### src/rtl/scl_tgen_pkg.sv
package scl_tgen_pkg;

    // field widths
    localparam int CFG_W    = 16;
    localparam int DIV_W    = 8;
    localparam int SMP_W    = 3;
    localparam int STP_W    = 6;
    localparam int HS_STP_W = 3;

    // field positions inside the timing words
    localparam int NRM_SMP_LSB = 8;
    localparam int NRM_STP_LSB = 0;
    localparam int HS_SMP_LSB  = 12;
    localparam int HS_STP_LSB  = 8;
    localparam int HS_VLD_LSB  = 0;
    localparam int SDA_EN_BIT  = 12;
    localparam int SDA_K_LSB   = 0;

    localparam logic [1:0] HS_VALID_CODE = 2'b11;

    // timing set captured for one SCL period
    typedef struct packed {
        logic [DIV_W-1:0] div_m1;
        logic [SMP_W-1:0] smp_m1;
        logic [STP_W-1:0] stp_m1;
        logic [STP_W-1:0] sda_k;
    } phase_cfg_t;

    function automatic logic [STP_W-1:0] clamp_k(
        input logic [STP_W-1:0] k,
        input logic [STP_W-1:0] lim
    );
        return (k > lim) ? lim : k;
    endfunction

endpackage

### src/rtl/scl_cfg_sel.sv
module scl_cfg_sel
    import scl_tgen_pkg::*;
(
    input  logic [CFG_W-1:0] nrm_word,
    input  logic [CFG_W-1:0] hs_word,
    input  logic             hs_sel,
    input  logic [DIV_W-1:0] div_word,
    input  logic [CFG_W-1:0] sda_word,
    output phase_cfg_t       cfg
);
    logic             hs_use;
    logic [STP_W-1:0] stp_sel;
    logic [STP_W-1:0] k_raw;

    always_comb begin
        hs_use = hs_sel && (hs_word[HS_VLD_LSB +: 2] == HS_VALID_CODE);
        cfg.div_m1 = div_word;
        if (hs_use) begin
            cfg.smp_m1 = hs_word[HS_SMP_LSB +: SMP_W];
            stp_sel    = {{(STP_W-HS_STP_W){1'b0}}, hs_word[HS_STP_LSB +: HS_STP_W]};
        end else begin
            cfg.smp_m1 = nrm_word[NRM_SMP_LSB +: SMP_W];
            stp_sel    = nrm_word[NRM_STP_LSB +: STP_W];
        end
        cfg.stp_m1 = stp_sel;
        k_raw      = sda_word[SDA_EN_BIT] ? sda_word[SDA_K_LSB +: STP_W] : '0;
        cfg.sda_k  = clamp_k(k_raw, stp_sel);
    end
endmodule

### src/rtl/scl_cnt_stage.sv
module scl_cnt_stage #(
    parameter int W = 4
) (
    input  logic         clk,
    input  logic         rst,
    input  logic         run,
    input  logic         adv,
    input  logic [W-1:0] lim,
    output logic [W-1:0] cnt,
    output logic         wrap
);
    assign wrap = adv && (cnt == lim);

    always_ff @(posedge clk) begin
        if (rst || !run) begin
            cnt <= '0;
        end else if (adv) begin
            cnt <= (cnt == lim) ? '0 : cnt + 1'b1;
        end
    end
endmodule

### src/rtl/scl_timing_gen.sv
module scl_timing_gen
    import scl_tgen_pkg::*;
(
    input  logic             clk,
    input  logic             rst,
    input  logic             en,
    input  logic             hs_sel,
    input  logic [CFG_W-1:0] nrm_word,
    input  logic [CFG_W-1:0] hs_word,
    input  logic [DIV_W-1:0] div_word,
    input  logic [CFG_W-1:0] sda_word,
    output logic             scl,
    output logic             scl_edge,
    output logic             data_stb
);
    phase_cfg_t       cfg_new;
    phase_cfg_t       cfg_q;
    logic             running;
    logic             tick_d;
    logic             tick_s;
    logic             tick_t;
    logic [DIV_W-1:0] dcnt;
    logic [SMP_W-1:0] scnt;
    logic [STP_W-1:0] tcnt;
    logic             k_hit;

    scl_cfg_sel u_sel (
        .nrm_word (nrm_word),
        .hs_word  (hs_word),
        .hs_sel   (hs_sel),
        .div_word (div_word),
        .sda_word (sda_word),
        .cfg      (cfg_new)
    );

    // front divider -> sample counter -> step counter
    scl_cnt_stage #(.W(DIV_W)) u_div (
        .clk (clk), .rst (rst), .run (running), .adv (1'b1),
        .lim (cfg_q.div_m1), .cnt (dcnt), .wrap (tick_d)
    );
    scl_cnt_stage #(.W(SMP_W)) u_smp (
        .clk (clk), .rst (rst), .run (running), .adv (tick_d),
        .lim (cfg_q.smp_m1), .cnt (scnt), .wrap (tick_s)
    );
    scl_cnt_stage #(.W(STP_W)) u_stp (
        .clk (clk), .rst (rst), .run (running), .adv (tick_s),
        .lim (cfg_q.stp_m1), .cnt (tcnt), .wrap (tick_t)
    );

    assign k_hit = tick_s && (({1'b0, tcnt} + 1'b1) == {1'b0, cfg_q.sda_k});

    always_ff @(posedge clk) begin
        if (rst) begin
            running  <= 1'b0;
            scl      <= 1'b1;
            scl_edge <= 1'b0;
            data_stb <= 1'b0;
            cfg_q    <= '0;
        end else begin
            scl_edge <= 1'b0;
            data_stb <= 1'b0;
            if (!running) begin
                if (en) begin
                    running  <= 1'b1;
                    scl      <= 1'b0;
                    scl_edge <= 1'b1;
                    cfg_q    <= cfg_new;
                    data_stb <= (cfg_new.sda_k == '0);
                end
            end else if (!en) begin
                running  <= 1'b0;
                scl      <= 1'b1;
                scl_edge <= !scl;
            end else if (tick_t) begin
                scl      <= !scl;
                scl_edge <= 1'b1;
                if (scl) begin
                    // new low phase: capture the timing set here only
                    cfg_q    <= cfg_new;
                    data_stb <= (cfg_new.sda_k == '0);
                end
            end else if (!scl && k_hit) begin
                data_stb <= 1'b1;
            end
        end
    end
endmodule

### config.mk
export PLATFORM = sky130hd
export DESIGN_NAME = scl_timing_gen
export DESIGN_NICKNAME = d
export VERILOG_FILES = /design/src/rtl/scl_tgen_pkg.sv /design/src/rtl/scl_cfg_sel.sv /design/src/rtl/scl_cnt_stage.sv /design/src/rtl/scl_timing_gen.sv
export SDC_FILE = /design/constraint.sdc
export NUM_CORES = 1
export LEC_CHECK = 0
export BUFFER_PORTS_ARGS = -buffer_cell sky130_fd_sc_hd__buf_2
export CORE_AREA = 2 2 93 77
export CTS_BUF_LIST = sky130_fd_sc_hd__clkbuf_16
export DETAILED_ROUTE_END_ITERATION = 10
export DIE_AREA = 0 0 95 79
export PLACE_DENSITY = 0.58
export SETUP_SLACK_MARGIN = 0.4
export SLEW_MARGIN = 30
export SYNTH_ARGS = -nofsm -noshare
export SYNTH_HDL_FRONTEND = slang
export SYNTH_SLANG_ARGS = --single-unit
### constraint.sdc
create_clock -name clk -period 5.7 [get_ports clk]
set_input_delay 0.285 -clock clk [delete_from_list [all_inputs] [get_ports clk]]
set_output_delay 0.285 -clock clk [all_outputs]
set_load 0.03 [all_outputs]
==> Word-level counts from Yosys, hierarchy flattened <==
Cells that the tools add are included.
{ "word_totals": {"output_inout_bits": 3, "wordCells": 62, "reg_bits": 44, "in_bits": 60} }
{ "op_classes": {"n_reduce_logical": 13, "addsub": 4, "n_eq_ne": 8, "mux": 25, "order_cmp": 1} }
{ "ops": {"columns": ["operator", "count"], "rows": [
  ["2-to-1 mux 23 bit", 5],
  ["2-to-1 mux 6 bit", 4],
  ["2-to-1 mux 1 bit", 14],
  ["adder 8 x 1 -> 8 bit, second input constant", 1],
  ["equality test 8 bit", 1],
  ["adder 6 x 1 -> 7 bit, second input constant", 1],
  ["equality test 7 x 6 -> 1 bit", 1],
  ["adder 6 x 1 -> 6 bit, second input constant", 1],
  ["equality test 6 bit", 1],
  ["greater-than comparator 6 bit", 1],
  ["logical NOT 6 bit", 1],
  ["2-to-1 mux 3 bit", 2],
  ["logical AND 1 bit", 5],
  ["adder 3 x 1 -> 3 bit, second input constant", 1],
  ["equality test 3 bit", 1],
  ["!= test 3 x 2 -> 1 bit, second input constant", 1],
  ["AND reduction 3 bit", 1],
  ["equality test 2 bit, second input constant", 1],
  ["logical NOT 1 bit", 2],
  ["!= test 2 x 1 -> 1 bit, second input constant", 1],
  ["!= test 2 bit, second input constant", 1],
  ["AND reduction 2 bit", 1],
  ["nonzero test 2 bit", 1],
  ["OR reduction 2 bit", 1],
  ["logical OR 1 bit", 1]
]} }

==> Depth between registers and ports, before layout <==
{ "logic_depth": {"word_depth": 10, "depth_mapped": 12} }

==> Modules after synthesis <==
Synthesis repeated with hierarchy kept, for this count alone.
{ "unflattened": {"cells_unflattened": 314, "area_unflattened_um2": 2622.5} }
{ "by_module_without_submodules": {"columns": ["mod", "seq_area_each_um2", "cells_per_inst", "area_per_inst_um2", "instances"], "rows": [
  ["scl_timing_gen", 540.5, 152, 1156.1, 1],
  ["scl_cnt_stage (u_div)", 160.2, 49, 445.4, 1],
  ["scl_cfg_sel", 0.0, 50, 434.2, 1],
  ["scl_cnt_stage (u_stp)", 120.1, 37, 372.9, 1],
  ["scl_cnt_stage (u_smp)", 60.1, 26, 214.0, 1]
]} }

==> Worst setup path after synthesis <==
No wires, ideal clock.
{ "synth_path": {"path_type": "input port to flip-flop", "start": "input port hs_word[0]", "end": "register data_stb", "setup_ns": 0.125, "t_arrival_ns": 2.314, "stages": 12, "path_buffers": 3, "path_slack_ns": 3.261, "cell_sequence": "nand3_1 > clkbuf_1 > nand2_1 > ha_1 > nand2_1 > nor2_1 > and3_1 > clkbuf_1 > or2_1 > buf_2 > mux2i_1 > a211oi_2"} }
{ "synth_via": {"elab_chain_len": 10, "word_cells_on_any_way": 11} }
{ "synth_lines": {"columns": ["element", "line_no", "rtl"], "rows": [
  ["start: declaration", "scl_timing_gen.sv:9", "input logic [CFG_W-1:0] hs_word,"],
  ["equality test 2 bit *", "scl_cfg_sel.sv:16", "hs_use = hs_sel && (hs_word[HS_VLD_LSB +: 2] == HS_VALID_CODE);"],
  ["logical AND 1 bit *", "scl_cfg_sel.sv:16", null],
  ["2-to-1 mux 6 bit *", "scl_cfg_sel.sv:18", "if (hs_use) begin"],
  ["greater-than comparator 6 bit", "scl_tgen_pkg.sv:33", "return (k > lim) ? lim : k;"],
  ["2-to-1 mux 6 bit *", "scl_tgen_pkg.sv:33", null],
  ["logical NOT 6 bit *", "scl_timing_gen.sv:68, scl_timing_gen.sv:80", null],
  ["2-to-1 mux 1 bit", "scl_timing_gen.sv:77", "if (scl) begin"],
  ["2-to-1 mux 1 bit", "scl_timing_gen.sv:74", "end else if (tick_t) begin"],
  ["2-to-1 mux 1 bit", "scl_timing_gen.sv:70", "end else if (!en) begin"],
  ["2-to-1 mux 1 bit *", "scl_timing_gen.sv:62", "if (!running) begin"],
  ["end signal: assignment", "scl_timing_gen.sv:68", "data_stb <= (cfg_new.sda_k == '0);"],
  ["end signal: assignment", "scl_timing_gen.sv:80", "data_stb <= (cfg_new.sda_k == '0);"],
  ["end: declaration", "scl_timing_gen.sv:14", "output logic data_stb"]
]} }
Every way passes the cells marked *; elsewhere a longest branch is shown, timed or not.
A chain may end at the register's enable or synchronous reset.

==> Final worst setup path <==
{ "layout_path": {"start": "register u_div.cnt[0]", "end": "register cfg_q[0] (netlist bit)"} }
{ "layout_via": {"elab_chain_len": 5} }
{ "layout_lines": {"columns": ["element", "line_no", "rtl"], "rows": [
  ["start: declaration", "scl_cnt_stage.sv:9", "output logic [W-1:0] cnt,"],
  ["start signal: assignment", "scl_cnt_stage.sv:18", "cnt <= (cnt == lim) ? '0 : cnt + 1'b1;"],
  ["equality test 8 bit", "scl_cnt_stage.sv:12", "assign wrap = adv && (cnt == lim);"],
  ["logical AND 1 bit (2 in series)", "scl_cnt_stage.sv:12", null],
  ["!= test 2 x 1 -> 1 bit (no line)", null, null],
  ["AND reduction 3 bit (no line)", null, null],
  ["end signal: assignment", "scl_timing_gen.sv:67", "cfg_q <= cfg_new;"],
  ["end signal: assignment", "scl_timing_gen.sv:79", "cfg_q <= cfg_new;"],
  ["end: declaration", "scl_timing_gen.sv:17", "phase_cfg_t cfg_q;"]
]} }
Every way passes these cells.

==> key figures <==
Outcome
  • Status: finished clean

Routing
  • WL per Instance: 12.6 microns
  • DR pass1 iterations: 4
  • Antenna-violating nets left: 0
  • Vias per inst: 4.89
  • WL final: 4910 microns
  • DR vias: 1911
  • DRC Markers: 0
  • 1st-iter DRT viols: 70

Synthesis
  • Post-Syn Instances: 272
  • Distinct cells, synth: 45
  • Post-Synth XOR/XNOR Area: 13.7%
  • Top FF cell, synth: dfxtp_1
  • Compound-gate portion of the synthesized area: 11.6%
  • Cell Area, Synth: 2420 sq um
  • Simple-gate share of the synthesized area: 22.0%
  • Synthesis Warnings: 0
  • Async S/R FF share, synth: 0%
  • Post-Synth Adder-Cell Area: 4.64%
  • #FFs+latches synth: 44
  • Post-synthesis sequential area ratio: 36.3%
  • Mean Syn Cell Area: 8.91 sq um
  • Post-synthesis mux area share: 7.07%
  • Number of synthesized flops with an enable pin: 0
  • Syn nets: 341
  • Main combinational cell family by area after synthesis: simple AND/OR/NAND/NOR gates

Timing
  • Min Hold Slack: 229 ps
  • Worst slew margin: 48.8%
  • Fin crit share: 53.7%
  • RSZ-0062 raised after global routing: false
  • Max Slew Vio Count: 0
  • Final worst slack: 2640 ps
  • Fin crit period: 3060 ps
  • Clock Skew: 4.59 ps
  • Worst-Margin Slew: 764 ps
  • Peak Freq: 327 MHz
  • Final hold violation count: 0
  • Total negative slack: 0 ps
  • Final setup fails: 0

Pwr
  • Leakage power total: 0.00113 uW
  • Power Internal: 587 uW
  • Sequential power share: 42.3%
  • Sw Share: 26.3%
  • Clock share of power: 41.7%
  • Comb power frac: 15.9%
  • Switching power total: 209 uW
  • Maximum VDD drop: 0.112 mV
  • Power per Cell Area: 283 nW/um^2

Placed design
  • Final RePlAce weighted congestion: 0.808
  • Pre-CTS setup slack: 2520 ps
  • DP Wirelength: 3690 microns
  • IO Port Bufs: 38

Clock network
  • Max clock buf depth: 2
  • H-tree depth: 2
  • Clock Tree Root: clkbuf_16
  • Number of hold buffers added after CTS: 0
  • Clk slew on worst S/H paths: 60 ps
  • Clock sink total: 44
  • CTS tree: done
  • Resized cells post-CTS: 0
  • Setup bufs post-CTS: 0
  • Worst-Skew Late Latency: 290 ps
  • CTS buffer count: 5

Worst setup path
  • Largest delay share family, worst path: compound AO/OA/AOI/OAI gates
  • Cells along the critical path: xnor2_1 > nand4_1 > nor3_2 > a32o_1 > buf_4 > o221ai_1 > o211a_1
  • R2R depth: 7
  • Worst r2r src: u_div.cnt[0]$_SDFF_PP0_
  • CP startpoint: u_div.cnt[0]$_SDFF_PP0_
  • Crit path kind: flip-flop to flip-flop
  • Crit path to: cfg_q[0]$_SDFFE_PP0P_
  • Critical path required time: 5880 ps
  • R2R setup slack: 2640 ps
  • Crit path launch type: flip-flop
  • Worst r2r dst: cfg_q[0]$_SDFFE_PP0P_
  • Slowest CP cell: nor3_2
  • Crit-path max FO: 28
  • Kind of end point of the critical path: flip-flop
  • Slowest Stage Delay on Critical Path: 690 ps
  • Arrival @ worst endpoint: 3240 ps
  • Worst Path Buf+Inv: 1
  • Critical Path Stages: 7

Floorplan
  • Die width: 95 microns
  • Die H: 79 microns
  • Initial cell density of the core: 36.4%
  • Number of core rows: 27
  • Io pins: 63
  • Core area: 6660 sq um
  • Die ar.: 7510 sq um

GRT
  • Vias in the first global route: 1805
  • Global-route wire length before repair: 8370 microns
  • Initial antenna violation count: 0
  • Global Route Usage Sum: 14.3%
  • Overflow left after global routing: 0
  • Largest net degree at the start of global routing: 29

Finish
  • Filler Cells Inserted: 664
  • Area occupied by registers: 881 sq um
  • Layout cells sized above 1: 19.1%
  • Final core utilization: 42.2%
  • Synth-to-layout area growth: 15.9%
  • N_diodes: 0
  • Multi-input logic area: 1430 sq um
  • # nets final: 372

Worst hold path
  • Min-delay worst type: input port to flip-flop

Flow run
  • Max-Cap Viols: 0
-- cells by family after synthesis --
| group | count (synthesis) |
|---|---|
| and+or+nand+nor | 108 |
| adders and majority gates | 9 |
| muxes | 17 |
| DFF | 44 |
| buffers and inverters | 20 |
| xor gates and xnor gates | 38 |
| AOI/OAI and AO/OA | 36 |
-- cell usage after synthesis (4+ instances only) --
cell | number | area share, %
nand2_1 | 19 | 2.9
a21oi_1 | 9 | 1.9
and2_1 | 6 | 1.5
nor3_1 | 6 | 1.2
inv_1 | 5 | 0.77
a211oi_1 | 5 | 1.5
mux2i_1 | 16 | 6.6
xnor2_1 | 28 | 10
xor2_1 | 10 | 3.6
dfxtp_1 | 44 | 36
nand3_1 | 12 | 2.5
ha_1 | 9 | 4.6
nor2_1 | 40 | 6.2
nand4_1 | 4 | 1.0
clkbuf_1 | 6 | 0.93
a211oi_2 | 5 | 2.6
-- sequential cells by signal (all words and copies together), names as in the netlist --
register and cells:
u_smp.cnt 3, data_stb 1, running 1, scl 1, scl_edge 1, u_div.cnt 8, u_stp.cnt 6, cfg_q 23
-- layer usage --
metal	wire [microns]	part of all wire [%]	GRT usage (%)	up-vias
met2	2070	42	21.3	26
met5	0	0	0	-
met4	57	1.2	3.62	0
li1	-	-	-	1001
met3	185	3.8	4.36	6
met1	2600	53	20.2	878
-- how the worst min path moves through the flow --
stage	slack, ps	from	endpoint	depth (start not counted)
6_report	230	div_word[0]	cfg_q[15]$_SDFFE_PP0P_	3
5_1_grt	230	div_word[0]	cfg_q[15]$_SDFFE_PP0P_	3
4_1_cts	230	div_word[0]	cfg_q[15]$_SDFFE_PP0P_	3
3_5_place_dp	460	u_div.cnt[0]$_SDFF_PP0_	u_div.cnt[0]$_SDFF_PP0_	1
3_3_place_gp	460	u_div.cnt[0]$_SDFF_PP0_	u_div.cnt[0]$_SDFF_PP0_	1
2_1_floorplan	400	en	scl_edge$_SDFF_PP0_	1
-- cell usage in the layout (no fill, tap or decap), types with 6 or more instances in the layout --
| cell type | n |
|---|---|
| xor2_1 | 10 |
| ha_1 | 9 |
| nor2_1 | 40 |
| buf_2 | 38 |
| xnor2_1 | 28 |
| nand2_1 | 19 |
| mux2i_1 | 16 |
| dfxtp_1 | 44 |
| and2_1 | 6 |
| a21oi_1 | 9 |
| nand3_1 | 12 |
| nor3_1 | 6 |
-- power groups by stage --
stage / sequential, uW / combinational [uW] / clock [uW]
after floorplan: 344 / 94.0 / 0
after global placement: 344 / 126 / 0
after global routing: 339 / 144 / 352
after detailed placement: 344 / 127 / 0
final: 337 / 127 / 332
after CTS: 337 / 127 / 337
-- worst register-to-register path: cells and delay by family (launching register included) --
family                 cells  cell delay (ps)
XOR/XNOR                   1              230
buffers and inverters      1              420
AO/OA/AOI/OAI              3             1050
AND/OR/NAND/NOR            2              910
flip-flops                 1              340
-- cell type report --
type                    count  area share (%)
well taps                  87            3.87
multi-input cells         208            50.9
inverters                   5           0.668
repair buffers             39            7.03
clock inverters             3            1.69
flip-flops and latches     44            31.3
clock buffers               5            4.45
-- through the flow --
| step | cells | cell area (sq um) | power (uW) |
|---|---|---|---|
| after floorplan | 272 | 2420 | 438 |
| after global placement | 383 | 2640 | 470 |
| after detailed placement | 383 | 2640 | 471 |
| after CTS | 391 | 2810 | 802 |
| after global routing | 391 | 2810 | 835 |
| final | 391 | 2810 | 796 |
No activity file was read; power rests on OpenSTA's default activity.
